File: src/rtl/xd_pkg.sv
package xd_pkg;

  localparam int LINK_STAGES  = 4;
  localparam int EXTRA_STAGES = 4;

  typedef struct packed {
    logic       zero_exp;
    logic       extra;
    logic [1:0] stripe;
  } xd_cfg_t;

  function automatic int max3(input int a, input int b, input int c);
    int m;
    m = (a > b) ? a : b;
    return (m > c) ? m : c;
  endfunction

endpackage

File: src/rtl/xd_shift_pipe.sv
module xd_shift_pipe #(
  parameter int W      = 8,
  parameter int STAGES = 4
) (
  input  logic         clk,
  input  logic         rst,
  input  logic         adv,
  input  logic [W-1:0] din,
  output logic [W-1:0] dout
);

  logic [W-1:0] stg [STAGES];

  for (genvar i = 0; i < STAGES; i++) begin : g_stage
    always_ff @(posedge clk) begin
      if (rst) begin
        stg[i] <= '0;
      end else if (adv) begin
        if (i == 0) stg[i] <= din;
        else        stg[i] <= stg[i-1];
      end
    end
  end

  assign dout = stg[STAGES-1];

endmodule

File: src/rtl/xd_stripe_buf.sv
module xd_stripe_buf #(
  parameter int W    = 8,
  parameter int MAXD = 128,
  localparam int AW  = (MAXD > 1) ? $clog2(MAXD) : 1,
  localparam int DW  = $clog2(MAXD + 1)
) (
  input  logic          clk,
  input  logic          rst,
  input  logic          adv,
  input  logic [DW-1:0] depth,
  input  logic [W-1:0]  din,
  output logic [W-1:0]  dout
);

  logic [W-1:0]  mem [MAXD];
  logic [AW-1:0] wptr;
  logic [AW-1:0] rptr;

  always_comb begin
    int w_i;
    int d_i;
    int r_i;
    w_i = int'(wptr);
    d_i = int'(depth);
    if (w_i >= d_i) r_i = w_i - d_i;
    else            r_i = w_i + MAXD - d_i;
    rptr = AW'(r_i);
  end

  assign dout = mem[rptr];

  always_ff @(posedge clk) begin
    if (rst) begin
      wptr <= '0;
      for (int i = 0; i < MAXD; i++) mem[i] <= '0;
    end else if (adv) begin
      mem[wptr] <= din;
      if (wptr == AW'(MAXD - 1)) wptr <= '0;
      else                       wptr <= wptr + 1'b1;
    end
  end

endmodule

File: src/rtl/xd_sum_unit.sv
module xd_sum_unit #(
  parameter int W   = 8,
  parameter int SAT = 0,
  localparam int OW = (SAT != 0) ? W : W + 1
) (
  input  logic [W-1:0]  a,
  input  logic [W-1:0]  b,
  output logic [OW-1:0] y
);

  logic signed [W:0] wide;
  assign wide = $signed({a[W-1], a}) + $signed({b[W-1], b});

  if (SAT != 0) begin : g_sat
    localparam logic signed [W:0] HI = $signed({2'b00, {(W-1){1'b1}}});
    localparam logic signed [W:0] LO = $signed({2'b11, {(W-1){1'b0}}});
    always_comb begin
      if (wide > HI)      y = HI[W-1:0];
      else if (wide < LO) y = LO[W-1:0];
      else                y = wide[W-1:0];
    end
  end else begin : g_wide
    assign y = wide;
  end

endmodule

File: src/rtl/xd_exp_stage.sv
module xd_exp_stage #(
  parameter int W        = 8,
  parameter int LINE_LEN = 8,
  parameter int ROWS_A   = 4,
  parameter int ROWS_B   = 8,
  parameter int ROWS_C   = 16,
  parameter int SAT      = 0,
  localparam int OW      = (SAT != 0) ? W : W + 1
) (
  input  logic          clk,
  input  logic          rst,
  input  logic          cfg_zero_exp,
  input  logic          cfg_extra_delay,
  input  logic [1:0]    cfg_stripe_sel,
  input  logic          s_valid,
  output logic          s_ready,
  input  logic [W-1:0]  s_local,
  input  logic [W-1:0]  s_exp,
  output logic          m_valid,
  input  logic          m_ready,
  output logic [OW-1:0] m_sum
);

  import xd_pkg::*;

  localparam int DEP_A = LINE_LEN * ROWS_A;
  localparam int DEP_B = LINE_LEN * ROWS_B;
  localparam int DEP_C = LINE_LEN * ROWS_C;
  localparam int MAXD  = max3(DEP_A, DEP_B, DEP_C);
  localparam int DW    = $clog2(MAXD + 1);

  xd_cfg_t cfg_q;
  logic    cfg_zero_q;
  logic    beat;

  always_ff @(posedge clk) begin
    if (rst) begin
      cfg_q.zero_exp <= cfg_zero_exp;
      cfg_q.extra    <= cfg_extra_delay;
      cfg_q.stripe   <= cfg_stripe_sel;
    end
  end
  assign cfg_zero_q = cfg_q.zero_exp;

  assign s_ready = !rst && (!m_valid || m_ready);
  assign beat    = s_valid && s_ready;

  logic [W-1:0] link_out;
  logic [W-1:0] extra_out;
  logic [W-1:0] pre_stripe;
  logic [W-1:0] stripe_out;
  logic [W-1:0] exp_term;
  logic [DW-1:0] stripe_depth;

  xd_shift_pipe #(.W(W), .STAGES(LINK_STAGES)) u_link (
    .clk (clk), .rst (rst), .adv (beat), .din (s_exp), .dout (link_out)
  );

  xd_shift_pipe #(.W(W), .STAGES(EXTRA_STAGES)) u_extra (
    .clk (clk), .rst (rst), .adv (beat), .din (link_out), .dout (extra_out)
  );

  assign pre_stripe = cfg_q.extra ? extra_out : link_out;

  always_comb begin
    case (cfg_q.stripe)
      2'b01:   stripe_depth = DW'(DEP_A);
      2'b10:   stripe_depth = DW'(DEP_B);
      2'b11:   stripe_depth = DW'(DEP_C);
      default: stripe_depth = DW'(MAXD);
    endcase
  end

  xd_stripe_buf #(.W(W), .MAXD(MAXD)) u_stripe (
    .clk   (clk),
    .rst   (rst),
    .adv   (beat),
    .depth (stripe_depth),
    .din   (pre_stripe),
    .dout  (stripe_out)
  );

  always_comb begin
    if (cfg_q.zero_exp)          exp_term = '0;
    else if (cfg_q.stripe == '0) exp_term = pre_stripe;
    else                         exp_term = stripe_out;
  end

  logic [OW-1:0] sum_c;

  xd_sum_unit #(.W(W), .SAT(SAT)) u_sum (
    .a (s_local), .b (exp_term), .y (sum_c)
  );

  always_ff @(posedge clk) begin
    if (rst) begin
      m_valid <= 1'b0;
      m_sum   <= '0;
    end else if (beat) begin
      m_valid <= 1'b1;
      m_sum   <= sum_c;
    end else if (m_ready) begin
      m_valid <= 1'b0;
    end
  end

endmodule

File: config.mk
export PLATFORM = sky130hd
export DESIGN_NAME = xd_exp_stage
export DESIGN_NICKNAME = d
export VERILOG_FILES = /design/src/rtl/xd_pkg.sv /design/src/rtl/xd_shift_pipe.sv /design/src/rtl/xd_stripe_buf.sv /design/src/rtl/xd_sum_unit.sv /design/src/rtl/xd_exp_stage.sv
export SDC_FILE = /design/constraint.sdc
export NUM_CORES = 2
export LEC_CHECK = 0
export BUFFER_PORTS_ARGS = -buffer_cell sky130_fd_sc_hd__buf_2
export CAP_MARGIN = 20
export CORE_MARGIN = 1
export CORE_UTILIZATION = 45
export CTS_BUF_LIST = sky130_fd_sc_hd__clkbuf_16
export DETAILED_ROUTE_END_ITERATION = 7
export GPL_TIMING_DRIVEN = 0
export SYNTH_ARGS = -nofsm -noshare
export SYNTH_HDL_FRONTEND = slang
export SYNTH_SLANG_ARGS = --single-unit
export TNS_END_PERCENT = 10
File: constraint.sdc
create_clock -name clk -period 11.7 [get_ports clk]
set_clock_uncertainty 0.15 [all_clocks]
set_input_delay 0.585 -clock clk [delete_from_list [all_inputs] [get_ports clk]]
set_output_delay 0.585 -clock clk [all_outputs]
set_load 0.005 [all_outputs]
== Word-level counts from Yosys, hierarchy flattened ==
Memories as Yosys holds them, arrays and structs flattened.
Cells that the tools add are included.

* Register bits: 21
* RAM bits: 1088
* Bits of input ports: 24
* Output and inout bits: 11
* Word-level logic and storage cells: 58
* Memories: 3

* Add/subtract/negate cells: 5
* Magnitude comparators: 1
* Eq/ne operators: 3
* Multiplexer cells: 24
* Bitwise logic cells: 8
* Reduce and logical (&&, ||, !) cells: 8

{| class="wikitable"
|+ Memory list
! name !! words !! width !! read ports !! clocked after memory_dff !! write ports !! RTL line !! source
|-
| u_stripe.mem || 128 || 8 || 1 || 0 || 128 || xd_stripe_buf.sv:15 || <nowiki>logic [W-1:0] mem [MAXD];</nowiki>
|-
| u_extra.stg || 4 || 8 || 4 || 0 || 4 || xd_shift_pipe.sv:12 || <nowiki>logic [W-1:0] stg [STAGES];</nowiki>
|-
| u_link.stg || 4 || 8 || 4 || 0 || 4 || xd_shift_pipe.sv:12 ||
|}

{| class="wikitable"
|+ Operators by type and width
! kind !! count
|-
| $mux 8 || 12
|-
| $mux 7 || 3
|-
| $pmux 8 s2 || 1
|-
| $add 7x1->7 const B || 2
|-
| $sub 7x7->7 || 2
|-
| $add 8x8->9 || 1
|-
| $ge 7x8->1 || 1
|-
| $mux 1 || 8
|-
| $or 1x1->1 || 8
|-
| $reduce_or 8->1 || 1
|-
| $eq 7x7->1 const B || 1
|-
| $eq 2x1->1 const B || 1
|-
| $eq 2x2->1 const B || 1
|-
| $logic_and 1x1->1 || 2
|-
| $logic_not 1->1 || 2
|-
| $logic_not 2->1 || 1
|-
| $reduce_bool 2->1 || 1
|-
| $logic_or 1x1->1 || 1
|}

== Logic depth before layout (Yosys ltp) ==
* Depth in word-level cells: 9
* Gate-level depth with buffers: 22
* Mapped depth without buffers: 21

== By module ==
Synthesis repeated with hierarchy kept, for this count alone.

* Cells, all modules: 3373
* Area, all modules: 51844.7 µm²

{| class="wikitable"
|+ By module, submodules not included
! module !! times used !! cells each !! area an instance (µm²) !! sequential area each (µm²)
|-
| xd_stripe_buf || 1 || 3113 || 48064.8 || 30889.6
|-
| xd_shift_pipe || 2 || 71 || 1302.5 || 960.9
|-
| xd_exp_stage || 1 || 84 || 875.8 || 320.3
|-
| xd_sum_unit || 1 || 34 || 299.0 || 0.0
|}

== Worst setup path before layout ==
No wires, ideal clock.

* Kind: register -> register
* Start: register u_stripe.wptr[1]
* End: register m_sum[6]
* Library setup time: 0.114 ns
* Data arrival time: 3.821 ns
* Data required time: 11.436 ns
* Path slack: 7.615 ns
* Stages on the path, launching flop included: 20
* Path buffers: 4
* Clock period less this slack: 4.085 ns
* Cells stage by stage: dfxtp_1 buf_4 inv_1 buf_2 buf_2 buf_2 ha_1 a41oi_1 o31ai_2 or4_1 o41ai_1 o31ai_1 fa_1 nor2b_1 o21ai_0 a21boi_0 o21a_1 o21ai_0 nor2b_1 a21o_1

* Longest elaborated chain between the ends: 7
* Elaborated cells on any way between the ends: 9
* Those cells by class: add/sub: 4; order compare: 1; mux: 3; memory: 1

{| class="wikitable"
|+ Ends and longest elaborated chain
! item !! RTL line !! source
|-
| start: declaration || xd_stripe_buf.sv:16 || <nowiki>logic [AW-1:0] wptr;</nowiki>
|-
| start signal: assignment || xd_stripe_buf.sv:39 || <nowiki>else wptr <= wptr + 1'b1;</nowiki>
|-
| $add 7x1->7 || xd_stripe_buf.sv:26 || <nowiki>else r_i = w_i + MAXD - d_i;</nowiki>
|-
| $sub 7x7->7 || xd_stripe_buf.sv:26 ||
|-
| $mux 7 * || xd_stripe_buf.sv:25 || <nowiki>if (w_i >= d_i) r_i = w_i - d_i;</nowiki>
|-
| $mem_v2 128x8 * || n/a ||
|-
| $mux 8 * || xd_exp_stage.sv:85 || <nowiki>else if (cfg_q.stripe == '0) exp_term = pre_stripe;</nowiki>
|-
| $mux 8 * || xd_exp_stage.sv:84 || <nowiki>if (cfg_q.zero_exp) exp_term = '0;</nowiki>
|-
| $add 8x8->9 * || xd_sum_unit.sv:12 || <nowiki>assign wide = $signed({a[W-1], a}) + $signed({b[W-1], b});</nowiki>
|-
| end signal: assignment || xd_exp_stage.sv:101 || <nowiki>m_sum <= sum_c;</nowiki>
|-
| end: declaration || xd_exp_stage.sv:21 || <nowiki>output logic [OW-1:0] m_sum</nowiki>
|}

Every way passes the cells marked *; elsewhere a longest branch is shown, timed or not.
A chain may end at the register's enable or synchronous reset.

== Final worst setup path ==
Same ends and word-level chain as after synthesis.

==> flow_metrics.tcl <==
set metrics [dict create \
    status "finished with violations" \
    violations "DRC" \
    ant_nets 0 \
    syn_inst 3875 \
    clock-root-buffer "clkbuf_16" \
    ys_warn_count 0 \
    fmax_mhz 133 \
    dpl.hpwl_um 159000 \
    crit_end "m_sum[6]" \
    min_period_over_period_pct 64.5 \
    routedWlPerCell_um 41.4 \
    worst_slew_pin_slew_ns 1.41 \
    synth_top_area_share_pct 66.8 \
    clock_latency_ns 0.76 \
    slowest_stage "nor4_1" \
    via_count 38591 \
    antenna_found_initial 15 \
    cts_buffers 116 \
    final_common_cell "edfxtp_1" \
    synth_ff_type "edfxtp_1" \
    synth_area_um2 49100 \
    drv_cap 0 \
    post_cts_resized 0 \
    critPathMaxStageDelay_ns 0.74 \
    grt_overflow 0 \
    vias_per_cell 6.89 \
    maxSlewHeadroom_pct 5.98 \
    stdcell_area_um2 55600 \
    postPlaceCellArea_um2 51600 \
    synth-edff-count 1092 \
    worst-path-max-fanout 10 \
    layout-drive-gt1-share_pct 12.9 \
    cts_tree "built" \
    synth-seq-area-share_pct 67.5 \
    fin_tns_setup_ns 0 \
    die_h_um 332 \
    ys_async_sr_fraction_pct 0 \
    cts_buffer_depth 3 \
    hp-start "s_local[0]" \
    hold_path_class "in2reg" \
    wl_um 232000 \
    clock-sinks 1109 \
    startpoint_type "flip-flop" \
    peakVddDrop_mv 0.143 \
    cts_max_level 3 \
    cp-startpoint "u_stripe.wptr[1]" \
    dieArea_um2 110000 \
    rsz0062_at_grt "no" \
    fp.coreArea_um2 108000 \
    setup_viol 0 \
    io_pins 35 \
    cp_data_required_time_ns 12.17 \
    start_util_pct 45.6 \
    nFillCells 9275 \
    seqCellArea_um2 33100 \
    p_per_area_nw_per_um2 168 \
    final_cell_mix "edfxtp_1, nor2_1, nand2_1" \
    synth.distinct_cells 80 \
    syn-num-nets 3916 \
    grt_pass1_wl_um 305000 \
    hold_viol_final 0 \
    period_needed_ns 7.54 \
    path_class "reg2reg" \
    cpMostUsedCell "buf_2" \
    rrSetupSlack_ns 4.16 \
    synth-seq-cells 1109 \
    fp-row-count 120 \
    p_leak_uw 0.0193 \
    slew_violations 0 \
    drc 40 \
    drt_iter0_markers 7565 \
    endpoint_kind "flip-flop" \
    portBuffers 34 \
    r2r-end "m_sum[6]" \
    multi_input_area_um2 14500 \
    reg2reg_from "u_stripe.wptr[1]" \
    syn_to_final_growth_pct 13.2 \
    reg2reg_depth 22 \
    avgSynthCellArea_um2 12.7 \
    nets 4119 \
    dr.pass1.iters 8 \
    gp_congestion 1.11 \
    worstPathCellList "buf_4 -> inv_1 -> buf_2 -> buf_2 -> buf_2 -> ha_1 -> a41oi_1 -> nor3_1 -> nand2_1 -> nor4_1 -> a31oi_1 -> a31oi_1 -> ha_1 -> inv_1 -> fa_1 -> nor2b_1 -> o21ai_0 -> a21boi_0 -> o21a_1 -> o21ai_0 -> nor2b_1 -> a21o_1" \
    clk_pin_slew_ns 0.07 \
    cp.arrival_ns 8.01 \
    die_x_um 332 \
    yosys-top-cells-area "edfxtp_1, nor2_1, mux4_2, nand2b_1, o22ai_1" \
    grtUsageTotal_pct 41.4 \
    yosys.area.top_type "edfxtp_1" \
    grt_start_max_net_pins 65 \
    grt_pass1_vias 35405 \
]
## cell type report
class	instances	area share, %
buffer	307	2.65
multi-input combinational	2444	26.1
sequential	1109	59.6
inverter	15	0.101
tap	1403	3.16
antenna	23	0.104
timing repair buffer	85	1.58
clock inverter	101	1.39
clock buffer	118	5.31
## registers in the layout (all words and copies together) (netlist names)
name and count:
u_stripe.wptr 7, u_stripe.mem 1024, u_link.stg 32, m_valid 1, m_sum 9, u_extra.stg 32, cfg_q 3, cfg_zero_q 1
## repair_timing
item / in CTS / in global routing
buffers inserted: 0 / 0
hold buffers: 6 / 0
endpoints found under the hold margin: 6 / 0
## worst min path at each step
stage               slack, ns                to  depth (start not counted)
floorplan                0.30          m_sum[2]                          2
global placement         0.30          m_sum[2]                          2
detailed placement       0.29          m_sum[2]                          2
CTS                     0.003  u_link.stg[0][0]                          2
global route             0.03  u_link.stg[0][0]                          2
finish                   0.02          m_sum[0]                          4
## routing by layer
layer	vias to the layer above	share of wire [%]	global-route usage, %
met5	-	0.024	0.564
met4	10	8.4	29.2
met3	946	16	18.7
met2	3782	41	56.8
met1	19131	35	51.7
li1	14722	-	-
## through the flow
step                hold WS (ns)  cells  total power, µW  worst slack [ns]  utilization (%)
finish                    0.0221   5605             9320              4.16             51.6
global route              0.0342   5586             9410              4.45             51.6
CTS                      0.00347   5573             9200              4.72             51.5
detailed placement         0.290   5348             5590              4.76             47.9
global placement           0.297   5312             5560              4.76             47.4
floorplan                  0.298   3875             5080              7.62                -
## kinds of logic (layout without fill, tap and decap cells)
kind of cell	after synthesis	in the layout	share of synthesized area, %
simple gates	1643	1643	14.2
flops	1109	1109	67.5
compound gates	561	561	7.68
buf+inv	322	626	3.11
mux	216	216	6.95
fa+ha+maj	17	17	0.449
xor+xnor	7	7	0.125
other cells	0	23	0
## Yosys cell counts, types with 4 or more instances
| library cell | number |
|---|---|
| or2_2 | 5 |
| buf_1 | 12 |
| xnor2_1 | 6 |
| a21o_1 | 11 |
| o211ai_1 | 7 |
| a31oi_1 | 16 |
| nor4_1 | 7 |
| o221ai_1 | 74 |
| o31ai_1 | 5 |
| a21oi_1 | 76 |
| o32a_1 | 4 |
| nor2b_1 | 16 |
| mux2i_1 | 63 |
| a311oi_1 | 8 |
| a41oi_1 | 4 |
| nand4_1 | 4 |
| clkbuf_1 | 179 |
| inv_1 | 13 |
| and2_1 | 4 |
| o21a_1 | 5 |
| nand3_1 | 21 |
| buf_4 | 29 |
| ha_1 | 16 |
| buf_2 | 70 |
| o32ai_1 | 8 |
| a221oi_1 | 7 |
| nand2_1 | 214 |
| nor2_1 | 1096 |
| mux2_2 | 59 |
| a221o_1 | 4 |
| and3_1 | 68 |
| mux4_2 | 94 |
| a22oi_1 | 8 |
| o22ai_1 | 137 |
| nand2b_1 | 150 |
| dfxtp_1 | 17 |
| o22a_1 | 14 |
| a2bb2oi_1 | 6 |
| nor3_1 | 32 |
| buf_6 | 16 |
| nand3b_1 | 7 |
| o21ai_0 | 112 |
| a211oi_1 | 26 |
| or3_1 | 4 |
| edfxtp_1 | 1092 |
## critical path: cells and delay by family (launching register included)
family / cells / cell delay, ns
DFF: 1 / 0.43
AOI/OAI and AO/OA: 8 / 1.98
buffers and inverters: 6 / 2.27
and+or+nand+nor: 5 / 1.55
adders and majority gates: 3 / 0.99
## power breakdown
group	total, µW	internal, µW	switching, µW
combinational	1010	231	776
clock	3730	2070	1660
sequential	4580	4520	61.8
total	9320	6820	2500
Note: power is estimated with default switching activity, not from simulation.
